===== src/rtl/fl_rd_pkg.sv =====
`timescale 1ns/1ps
package fl_rd_pkg;
  localparam logic [7:0] MC_READ        = 8'h00;
  localparam logic [7:0] MC_ERASE_SETUP = 8'h80;
  localparam logic [7:0] MC_AUTOSEL     = 8'h90;
  localparam logic [7:0] MC_QUERY       = 8'h98;
  localparam logic [7:0] MC_CHIP_ERASE  = 8'h10;
  localparam logic [7:0] MC_SECT_ERASE  = 8'h30;
  localparam logic [7:0] MC_PROGRAM     = 8'hA0;

  localparam logic [7:0] IDX_ID0   = 8'h00;
  localparam logic [7:0] IDX_ID1   = 8'h01;
  localparam logic [7:0] IDX_ZERO  = 8'h02;
  localparam logic [7:0] IDX_ID2   = 8'h0E;
  localparam logic [7:0] IDX_ID3   = 8'h0F;

  typedef enum logic [2:0] {
    SRC_ARRAY, SRC_ID0, SRC_ID1, SRC_ID2, SRC_ID3, SRC_ZERO, SRC_TABLE, SRC_STATUS
  } rd_src_e;

  function automatic int idx_shift(input int nbytes);
    if (nbytes == 4) return 2;
    if (nbytes == 2) return 1;
    return 0;
  endfunction
endpackage


===== src/rtl/fl_src_select.sv =====
`timescale 1ns/1ps
module fl_src_select import fl_rd_pkg::*; #(
  parameter int TAB_LEN = 77
) (
  input  logic [7:0] mode,
  input  logic [7:0] idx,
  input  logic       id2_blank,
  input  logic       id3_blank,
  output rd_src_e    src,
  output logic       unknown
);
  always_comb begin
    unknown = 1'b0;
    src     = SRC_ARRAY;
    case (mode)
      MC_READ, MC_ERASE_SETUP: src = SRC_ARRAY;
      MC_AUTOSEL: begin
        case (idx)
          IDX_ID0:  src = SRC_ID0;
          IDX_ID1:  src = SRC_ID1;
          IDX_ZERO: src = SRC_ZERO;
          IDX_ID2:  src = id2_blank ? SRC_ARRAY : SRC_ID2;
          IDX_ID3:  src = id3_blank ? SRC_ARRAY : SRC_ID3;
          default:  src = SRC_ARRAY;
        endcase
      end
      MC_QUERY: src = (int'(idx) < TAB_LEN) ? SRC_TABLE : SRC_ZERO;
      MC_CHIP_ERASE, MC_SECT_ERASE, MC_PROGRAM: src = SRC_STATUS;
      default: begin
        unknown = 1'b1;
        src     = SRC_ARRAY;
      end
    endcase
  end
endmodule


===== src/rtl/fl_lane_pack.sv =====
`timescale 1ns/1ps
module fl_lane_pack #(
  parameter bit BIG_ENDIAN = 1'b0
) (
  input  logic [1:0]  size,
  input  logic [31:0] raw,
  output logic [31:0] word
);
  logic [7:0] b0, b1, b2, b3;
  assign b0 = raw[7:0];
  assign b1 = raw[15:8];
  assign b2 = raw[23:16];
  assign b3 = raw[31:24];

  generate
    if (BIG_ENDIAN) begin : g_big
      always_comb begin
        case (size)
          2'd0:    word = {24'h0, b0};
          2'd1:    word = {16'h0, b0, b1};
          default: word = {b0, b1, b2, b3};
        endcase
      end
    end else begin : g_little
      always_comb begin
        case (size)
          2'd0:    word = {24'h0, b0};
          2'd1:    word = {16'h0, b1, b0};
          default: word = {b3, b2, b1, b0};
        endcase
      end
    end
  endgenerate
endmodule


===== src/rtl/fl_romd_track.sv =====
`timescale 1ns/1ps
module fl_romd_track #(
  parameter int LAZY_LIMIT = 42
) (
  input  logic clk,
  input  logic rst,
  input  logic rd_en,
  input  logic wr_seen,
  input  logic cmd_idle,
  output logic array_mode
);
  localparam int CW = $clog2(LAZY_LIMIT + 2);
  localparam logic [CW-1:0] LIM = CW'(LAZY_LIMIT);

  logic [CW-1:0] cnt;

  always_ff @(posedge clk) begin
    if (rst) begin
      cnt        <= '0;
      array_mode <= 1'b1;
    end else if (wr_seen) begin
      cnt <= '0;
      if (cmd_idle) array_mode <= 1'b0;
    end else if (rd_en && !array_mode && cmd_idle) begin
      cnt <= cnt + 1'b1;
      if (cnt == LIM) array_mode <= 1'b1;
    end
  end

  // re-entry only on a counted idle read that crosses the limit
  p_reenter_r9: assert property (@(posedge clk) disable iff (rst)
    $rose(array_mode) |-> ($past(rd_en) && $past(cmd_idle) && ($past(cnt) == LIM)));

  // leaving array mode only through an idle-decoder write
  p_leave_r10: assert property (@(posedge clk) disable iff (rst)
    $fell(array_mode) |-> ($past(wr_seen) && $past(cmd_idle)));

  // any write empties the count
  p_wclr_r10: assert property (@(posedge clk) disable iff (rst)
    wr_seen |=> (cnt == '0));
endmodule


===== src/rtl/fl_read_resp.sv =====
`timescale 1ns/1ps
module fl_read_resp import fl_rd_pkg::*; #(
  parameter int ADDR_W     = 24,
  parameter int CHIP_AW    = 16,
  parameter int DEV_BYTES  = 2,
  parameter bit BIG_ENDIAN = 1'b0,
  parameter int TAB_LEN    = 77,
  parameter int LAZY_LIMIT = 42
) (
  input  logic                 clk,
  input  logic                 rst,
  input  logic                 rd_en,
  input  logic [ADDR_W-1:0]    rd_addr,
  input  logic [1:0]           rd_size,
  input  logic [7:0]           cmd_mode,
  input  logic                 cmd_idle,
  input  logic                 wr_seen,
  input  logic [15:0]          id0,
  input  logic [15:0]          id1,
  input  logic [15:0]          id2,
  input  logic [15:0]          id3,
  input  logic [TAB_LEN*8-1:0] cfg_table,
  input  logic [7:0]           status,
  output logic [CHIP_AW-1:0]   arr_addr,
  input  logic [31:0]          arr_data,
  output logic [31:0]          rd_data,
  output logic                 rd_valid,
  output logic                 mode_clear,
  output logic                 array_mode
);
  localparam int SHIFT = idx_shift(DEV_BYTES);

  logic [7:0]  idx;
  logic [7:0]  tab_byte;
  logic [31:0] arr_word;
  logic [31:0] nxt_data;
  logic        unknown;
  rd_src_e     src;
  int          tsel;

  assign arr_addr = rd_addr[CHIP_AW-1:0];
  assign idx      = arr_addr[7:0] >> SHIFT;

  always_comb begin
    tsel     = (int'(idx) < TAB_LEN) ? int'(idx) : 0;
    tab_byte = cfg_table[tsel*8 +: 8];
  end

  fl_src_select #(.TAB_LEN(TAB_LEN)) u_sel (
    .mode      (cmd_mode),
    .idx       (idx),
    .id2_blank (id2 == 16'h00FF),
    .id3_blank (id3 == 16'h00FF),
    .src       (src),
    .unknown   (unknown)
  );

  fl_lane_pack #(.BIG_ENDIAN(BIG_ENDIAN)) u_pack (
    .size (rd_size),
    .raw  (arr_data),
    .word (arr_word)
  );

  fl_romd_track #(.LAZY_LIMIT(LAZY_LIMIT)) u_track (
    .clk        (clk),
    .rst        (rst),
    .rd_en      (rd_en),
    .wr_seen    (wr_seen),
    .cmd_idle   (cmd_idle),
    .array_mode (array_mode)
  );

  always_comb begin
    case (src)
      SRC_ID0:    nxt_data = {16'h0, id0};
      SRC_ID1:    nxt_data = {16'h0, id1};
      SRC_ID2:    nxt_data = {16'h0, id2};
      SRC_ID3:    nxt_data = {16'h0, id3};
      SRC_ZERO:   nxt_data = 32'h0;
      SRC_TABLE:  nxt_data = {24'h0, tab_byte};
      SRC_STATUS: nxt_data = {24'h0, status};
      default:    nxt_data = arr_word;
    endcase
  end

  always_ff @(posedge clk) begin
    if (rst) begin
      rd_data    <= '0;
      rd_valid   <= 1'b0;
      mode_clear <= 1'b0;
    end else begin
      rd_valid   <= rd_en;
      mode_clear <= rd_en && unknown;
      if (rd_en) rd_data <= nxt_data;
    end
  end

  // one-cycle read latency
  p_valid_r13: assert property (@(posedge clk) disable iff (rst)
    rd_en |=> rd_valid);
  p_novalid_r13: assert property (@(posedge clk) disable iff (rst)
    !rd_en |=> !rd_valid);

  // clear request only accompanies a read result
  p_clear_r8: assert property (@(posedge clk) disable iff (rst)
    mode_clear |-> rd_valid);

  // status modes return the sampled status byte
  p_status_r6: assert property (@(posedge clk) disable iff (rst)
    (rd_en && (cmd_mode == MC_PROGRAM || cmd_mode == MC_CHIP_ERASE ||
               cmd_mode == MC_SECT_ERASE))
    |=> (rd_data == {24'h0, $past(status)}));

  // query reads past the table are zero
  p_query_r5: assert property (@(posedge clk) disable iff (rst)
    (rd_en && cmd_mode == MC_QUERY && int'(idx) >= TAB_LEN) |=> (rd_data == 32'h0));
endmodule


===== config.mk =====
export PLATFORM = sky130hd
export DESIGN_NAME = fl_read_resp
export DESIGN_NICKNAME = d
export VERILOG_FILES = /design/src/rtl/fl_rd_pkg.sv /design/src/rtl/fl_src_select.sv /design/src/rtl/fl_lane_pack.sv /design/src/rtl/fl_romd_track.sv /design/src/rtl/fl_read_resp.sv
export SDC_FILE = /design/constraint.sdc
export NUM_CORES = 1
export LEC_CHECK = 0
export BUFFER_PORTS_ARGS = -buffer_cell sky130_fd_sc_hd__buf_2
export CAP_MARGIN = 15
export CORE_AREA = 2 2 313 315
export CTS_BUF_LIST = sky130_fd_sc_hd__clkbuf_8 sky130_fd_sc_hd__clkbuf_16
export DETAILED_ROUTE_END_ITERATION = 16
export DIE_AREA = 0 0 315 317
export PLACE_DENSITY = 0.36
export SETUP_SLACK_MARGIN = 0.5
export SLEW_MARGIN = 10
export SYNTH_ARGS = -nofsm -noshare
export SYNTH_HDL_FRONTEND = slang
export SYNTH_SLANG_ARGS = --single-unit
export TNS_END_PERCENT = 20

===== constraint.sdc =====
create_clock -name clk -period 3.5 [get_ports clk]
set_input_delay 0.525 -clock clk [delete_from_list [all_inputs] [get_ports clk]]
set_output_delay 0.525 -clock clk [all_outputs]
set_load 0.01 [all_outputs]

==> Yosys cells after proc, flatten, opt, wreduce, memory -nomap -nowiden <==
Index checks and enable logic that the tools add are counted.
Widths: inputs -> output; s select.
{ "word_totals": {"regBits": 41, "in_bits": 759, "output_inout_bits": 51, "wordCells": 56} }
{ "classes": {"n_addsub": 1, "magnitude_cmp": 1, "eq_ne": 22, "shift": 1, "muxes": 13, "n_reduce_logical": 13} }
{ "ops": {"columns": ["cell", "count"], "rows": [
  ["$shiftx 616x11->8", 1],
  ["$pmux 32 s7", 1],
  ["$pmux 32 s2", 1],
  ["$eq 16x8->1 const B", 2],
  ["$eq 8x8->1 const B", 4],
  ["$logic_not 8->1", 2],
  ["$pmux 3 s5", 1],
  ["$eq 7x4->1 const B", 2],
  ["$eq 3x3->1 const B", 4],
  ["$pmux 3 s3", 1],
  ["$eq 8x5->1 const B", 1],
  ["$eq 8x6->1 const B", 1],
  ["$eq 7x1->1 const B", 1],
  ["$eq 7x2->1 const B", 1],
  ["$lt 7x7->1 const B", 1],
  ["$mux 7", 1],
  ["$reduce_or 7->1", 1],
  ["$add 6x1->6 const B", 1],
  ["$eq 3x2->1 const B", 2],
  ["$eq 6x6->1 const B", 1],
  ["$mux 1", 5],
  ["$mux 2", 2],
  ["$reduce_bool 2->1", 2],
  ["$eq 3x1->1 const B", 1],
  ["other kinds (9)", 11]
]} }

==> Longest topological paths before layout <==
{ "logic_depth": {"depth_word": 6, "depth_mapped": 13} }

==> Cells and area by module <==
A second synthesis with hierarchy kept.
{ "unflattened": {"cells_unflattened": 1206, "area_unflattened_um2": 8849.7} }
{ "by_module_without_submodules": {"columns": ["mod", "instances", "cells_per_inst", "area_per_inst_um2", "seq_area_each_um2"], "rows": [
  ["fl_read_resp", 1, 1102, 8034.0, 680.7],
  ["fl_romd_track", 1, 40, 355.3, 140.1],
  ["fl_lane_pack", 1, 35, 251.5, 0.0],
  ["fl_src_select", 1, 29, 209.0, 0.0]
]} }

==> Worst setup path after synthesis <==
Ideal clock, no wire load.
{ "synth_path": {"path_kind": "input -> register", "from": "input rd_addr[3]", "to": "register rd_data[2]", "setup_time_ps": 117, "t_arrival_ps": 2929, "required_ps": 3383, "slack_ps": 454, "stages": 11, "path_cell_list": "clkbuf_1 a211o_1 a21oi_1 buf_2 buf_2 buf_4 mux2i_1 o221ai_1 o22ai_1 o21ai_0 a32o_1"} }
{ "synth_between": {"elab_chain_len": 5, "elab_cells_between_ends": 19} }
{ "synth_lines": {"columns": ["element", "line_no", "source"], "rows": [
  ["start, declared", "fl_read_resp.sv:13", "input logic [ADDR_W-1:0] rd_addr,"],
  ["branches (longest 4 deep; another with $lt 7x7->1)", null, null],
  ["$pmux 32 s7 (*)", "fl_read_resp.sv:74", "case (src)"],
  ["end signal, assigned", "fl_read_resp.sv:94", "if (rd_en) rd_data <= nxt_data;"],
  ["end, declared", "fl_read_resp.sv:26", "output logic [31:0] rd_data,"]
]} }
Every way passes the cells marked *.
A chain may end at the register's enable or synchronous reset.

==> Worst setup path in the final report <==
{ "layout_path": {"from": "input rd_addr[3]", "to": "register rd_data[4]"} }
Same word-level chain as after synthesis.

==> reports/summary.md <==
## STA
* **headroom to the max-slew limit** 35.59%
* **worst clock skew** 0.005760 ns
* **number of pins with negative max-slew slack in the final report** 0
* **RSZ-0062 raised after global routing** true
* **Final Cycle Share** 92.03%
* **upper clock frequency limit** 310.5 MHz
* **transition at the pin with the smallest max-transition slack** 0.9573 ns
* **crit path time final** 3.221 ns
* **hold violation total from the final report** 0
* **Setup Viol. Count Final** 0

## GRT
* **met3 demand-to-capacity share in global routing** 2.693%
* **met2 track demand over resource** 30.59%
* **remaining global-route overflow** 0
* **global routing usage on met1** 20.66%
* **wire length of the first global-routing pass** 115.5 mm
* **grt peak-use layer** met2
* **vias in the first global route** 14013
* **largest net degree at the start of global routing** 40
* **initial antenna violation count** 38
* **global-route total usage across every layer** 16.81%

## CTS
* **clock tree from TritonCTS** yes
* **buffers from clock root to sink, at most** 2
* **number of buffers created by CTS** 5
* **CTS Root Buffer Type** sky130_fd_sc_hd__clkbuf_16
* **clock insertion delay at the later pin of the skew report** 0.29 ns
* **post-CTS clock slew at the launch and capture registers of the worst setup and hold paths** 0.07 ns
* **count of hold-fix buffers inserted at cts** 0
* **H-tree lvl count** 2
* **Clock Sinks** 41

## Floorplanning
* **# rows** 114
* **Core Box Area** 0.09628 mm²
* **initial cell density of the core** 8.619%
* **die outline area** 0.09986 mm²
* **Vert. Die Dim** 317 µm
* **IO Count** 810
* **x dimension of the die** 315 µm

## Placement
* **IO buf count** 783
* **last weighted congestion value of the routability-driven placer** 0.8479
* **Post-Place Cell Area** 0.01527 mm²
* **detailed-placement wirelength estimate** 77.67 mm

## Power
* **leakage power summed over all cells** 7.095 nW
* **Comb pwr share** 63.8%
* **switching part of the total power** 42.81%
* **clock share of power** 19.4%
* **reported net switching power** 1.281 mW
* **Reg power frac** 16.8%
* **areal power density over the cells** 188.1 mW/mm²
* **design internal power** 1.712 mW
* **largest vdd supply drop** 0.0001617 V

## Drt
* **Final Routed Wirelength** 89.43 mm
* **number of vias per cell** 4.075
* **total vias in the final route** 13593
* **detailed-route DRC error count** 0
* **Antenna Nets Post-Route** 0
* **average wire length per cell after detail routing** 26.81 µm
* **Initial DRT Pass Iterations** 5
* **number of DRC violations after detailed-routing iteration 0** 705

## Setup path
* **startpoint type of the worst setup path** primary input
* **reg2reg setup slack** 1.76 ns
* **required time at the endpoint of the critical path** 3.69 ns
* **maximum fanout along the worst path** 8
* **Reg-to-Reg End** rd_data[4]
* **crit path capture type** register
* **reg-to-reg startpoint** rd_data[4]
* **number of cell instances on the worst register-to-register path** 6
* **arrival time of data at the critical path endpoint** 3.41 ns
* **worst setup path category** primary input to register

## Worst hold path
* **HP Class** primary input to register
* **origin of the worst min-delay path** arr_data[27]
* **Worst Hold Path EP** rd_data[27]
* **cell depth of the worst min-delay path** 3

## Yosys
* **Cells after Synth** 1169
* **distinct cell type count after synthesis** 70
* **Mean Syn Cell Area** 7.098 µm²
* **EDFF count, synth** 0
* **dominant synthesized flop cell** sky130_fd_sc_hd__dfxtp_1
* **net count after synthesis** 1930
* **number of warnings issued by yosys** 0
* **area of the mapped netlist** 0.008298 mm²
* **count of state elements after synthesis** 41
* **sequential-to-total area share from yosys stat** 9.891%
* **Async S/R FF share, synth** 0%

## Finish
* **most common library cell in the layout ignoring fill and taps** sky130_fd_sc_hd__buf_2
* **final layout net count** 2814
* **most used cells in the layout excluding fill and tap cells** 779 x sky130_fd_sc_hd__buf_2, 196 x sky130_fd_sc_hd__buf_4, 184 x sky130_fd_sc_hd__nand2_1, 110 x sky130_fd_sc_hd__a21oi_1, 88 x sky130_fd_sc_hd__mux2i_1
* **final core occ** 16.53%
* **fin area** 0.01591 mm²
* **fraction of layout instances using a drive strength above 1** 55.99%
* **growth of design area from synthesis to finish** 91.75%

## Flow run
* **count of maximum capacitance violations** 0

## Run status
* **outcome** finished, final reports clean

critical path: stages:
cell	delay, ns
sky130_fd_sc_hd__buf_2	0.12
sky130_fd_sc_hd__buf_4	0.20
sky130_fd_sc_hd__buf_4	0.18
sky130_fd_sc_hd__o211ai_1	0.14
sky130_fd_sc_hd__a211oi_1	0.51
sky130_fd_sc_hd__o21ai_0	0.37
sky130_fd_sc_hd__o21ai_1	0.28
sky130_fd_sc_hd__nor2_4	0.14
sky130_fd_sc_hd__a2111oi_4	0.42
sky130_fd_sc_hd__a2111oi_4	0.14
sky130_fd_sc_hd__buf_4	0.16
sky130_fd_sc_hd__a41o_1	0.21
how the worst max path moves through the flow:
stage               cells past startpoint  slack (ns)        start          to
global route                           10        0.20       id3[9]  rd_data[4]
global placement                       12       -0.25  cmd_mode[6]  rd_data[0]
CTS                                    10        0.30      id3[12]  rd_data[1]
detailed placement                     12       -0.29  cmd_mode[6]  rd_data[4]
floorplan                               9        0.46       id3[9]  rd_data[3]
finish                                 12        0.28   rd_addr[3]  rd_data[4]
power by group through the flow:
stage	Clock (mW)	Combinational, mW	Sequential [mW]
floorplan	0	0.672	0.522
finish	0.582	1.91	0.503
global placement	0	1.90	0.514
CTS	0.609	1.95	0.503
detailed placement	0	1.90	0.514
global route	0.617	2.06	0.505
cell families (layout without fill, tap and decap cells):
| group | count (synthesis) | count (layout) | share of synthesized area (%) |
|---|---|---|---|
| adders and majority gates | 2 | 2 | 0.3015 |
| other | 0 | 6 | 0 |
| muxes | 145 | 145 | 23.34 |
| buffers and inverters | 146 | 1029 | 7.750 |
| DFF | 41 | 41 | 9.891 |
| xor gates and xnor gates | 4 | 4 | 0.4223 |
| and+or+nand+nor | 399 | 401 | 22.01 |
| AOI/OAI and AO/OA | 432 | 432 | 36.28 |
cells in the mapped netlist (4+ instances only):
master / number / area share (%)
sky130_fd_sc_hd__o211ai_1: 7 / 0.63
sky130_fd_sc_hd__clkbuf_1: 75 / 3.4
sky130_fd_sc_hd__or2_2: 9 / 0.68
sky130_fd_sc_hd__o221ai_1: 26 / 2.7
sky130_fd_sc_hd__inv_1: 14 / 0.63
sky130_fd_sc_hd__a31oi_1: 7 / 0.53
sky130_fd_sc_hd__mux4_2: 37 / 10
sky130_fd_sc_hd__a311oi_1: 7 / 0.74
sky130_fd_sc_hd__o31ai_1: 8 / 0.72
sky130_fd_sc_hd__a41o_1: 5 / 0.60
sky130_fd_sc_hd__or4_1: 10 / 0.90
sky130_fd_sc_hd__and3_1: 10 / 0.75
sky130_fd_sc_hd__a22oi_1: 31 / 2.8
sky130_fd_sc_hd__o21ai_0: 52 / 3.1
sky130_fd_sc_hd__nand3_1: 13 / 0.78
sky130_fd_sc_hd__o2111ai_1: 6 / 0.63
sky130_fd_sc_hd__mux2_2: 18 / 2.4
sky130_fd_sc_hd__a2111oi_1: 6 / 0.72
sky130_fd_sc_hd__and2_1: 8 / 0.60
sky130_fd_sc_hd__nor4_1: 9 / 0.68
sky130_fd_sc_hd__o21ai_1: 9 / 0.54
sky130_fd_sc_hd__a21o_1: 4 / 0.36
sky130_fd_sc_hd__nand4_1: 8 / 0.60
sky130_fd_sc_hd__a2111oi_0: 31 / 3.3
sky130_fd_sc_hd__a221oi_1: 34 / 3.6
sky130_fd_sc_hd__buf_4: 17 / 1.5
sky130_fd_sc_hd__a21oi_1: 114 / 6.9
sky130_fd_sc_hd__a221o_1: 9 / 1.1
sky130_fd_sc_hd__nand2_1: 186 / 8.4
sky130_fd_sc_hd__o22ai_1: 9 / 0.68
sky130_fd_sc_hd__buf_1: 17 / 0.77
sky130_fd_sc_hd__or3_1: 7 / 0.53
sky130_fd_sc_hd__nand2b_1: 4 / 0.30
sky130_fd_sc_hd__nor2_1: 87 / 3.9
sky130_fd_sc_hd__a211oi_1: 44 / 4.0
sky130_fd_sc_hd__dfxtp_1: 41 / 9.9
sky130_fd_sc_hd__nor2b_1: 6 / 0.45
sky130_fd_sc_hd__nor3_1: 25 / 1.5
sky130_fd_sc_hd__mux2i_1: 90 / 11
sky130_fd_sc_hd__buf_2: 19 / 1.1
sky130_fd_sc_hd__o41ai_1: 4 / 0.42
state kept, by name (all words and copies together), names as in the netlist:
| register | cells |
|---|---|
| rd_valid | 1 |
| rd_data | 32 |
| u_track.array_mode | 1 |
| mode_clear | 1 |
| u_track.cnt | 6 |
through the flow:
| step | setup WS (ns) | total power, mW | instances | setup TNS (ns) | hold slack [ns] |
|---|---|---|---|---|---|
| after floorplan | 0.4629 | 1.194 | 1169 | 0 | 0.4588 |
| after global placement | -0.2531 | 2.418 | 3311 | -0.7476 | 0.4456 |
| after detailed placement | -0.2903 | 2.416 | 3311 | -1.083 | 0.4538 |
| after CTS | 0.3008 | 3.061 | 3325 | 0 | 0.4485 |
| after global routing | 0.1960 | 3.182 | 3334 | 0 | 0.4664 |
| final | 0.2790 | 2.993 | 3336 | 0 | 0.4612 |
layout make-up:
type | instances | area (µm²)
fillers | 11261 | 80370
inverters | 17 | 63.81
flip-flops and latches | 41 | 820.8
clock inverters | 2 | 37.54
multi-input cells | 984 | 7337
diodes | 6 | 15.01
well taps | 1276 | 1597
clock buffers | 6 | 138.9
repair buffers | 1004 | 5902
per-layer routing:
| metal | wire (µm) | vias up |
|---|---|---|
| met5 | 142 | - |
| met4 | 2225 | 24 |
| met3 | 4997 | 104 |
| met2 | 44700 | 592 |
| met1 | 37370 | 6543 |
| li1 | - | 6330 |
what timing repair did:
item,CTS,global route
cloned,2,0
setup buffers,4,5
resized for setup,57,15
pin swaps,12,8
endpoints found under the setup margin,31,15
Note: power is estimated with default switching activity, not from simulation.
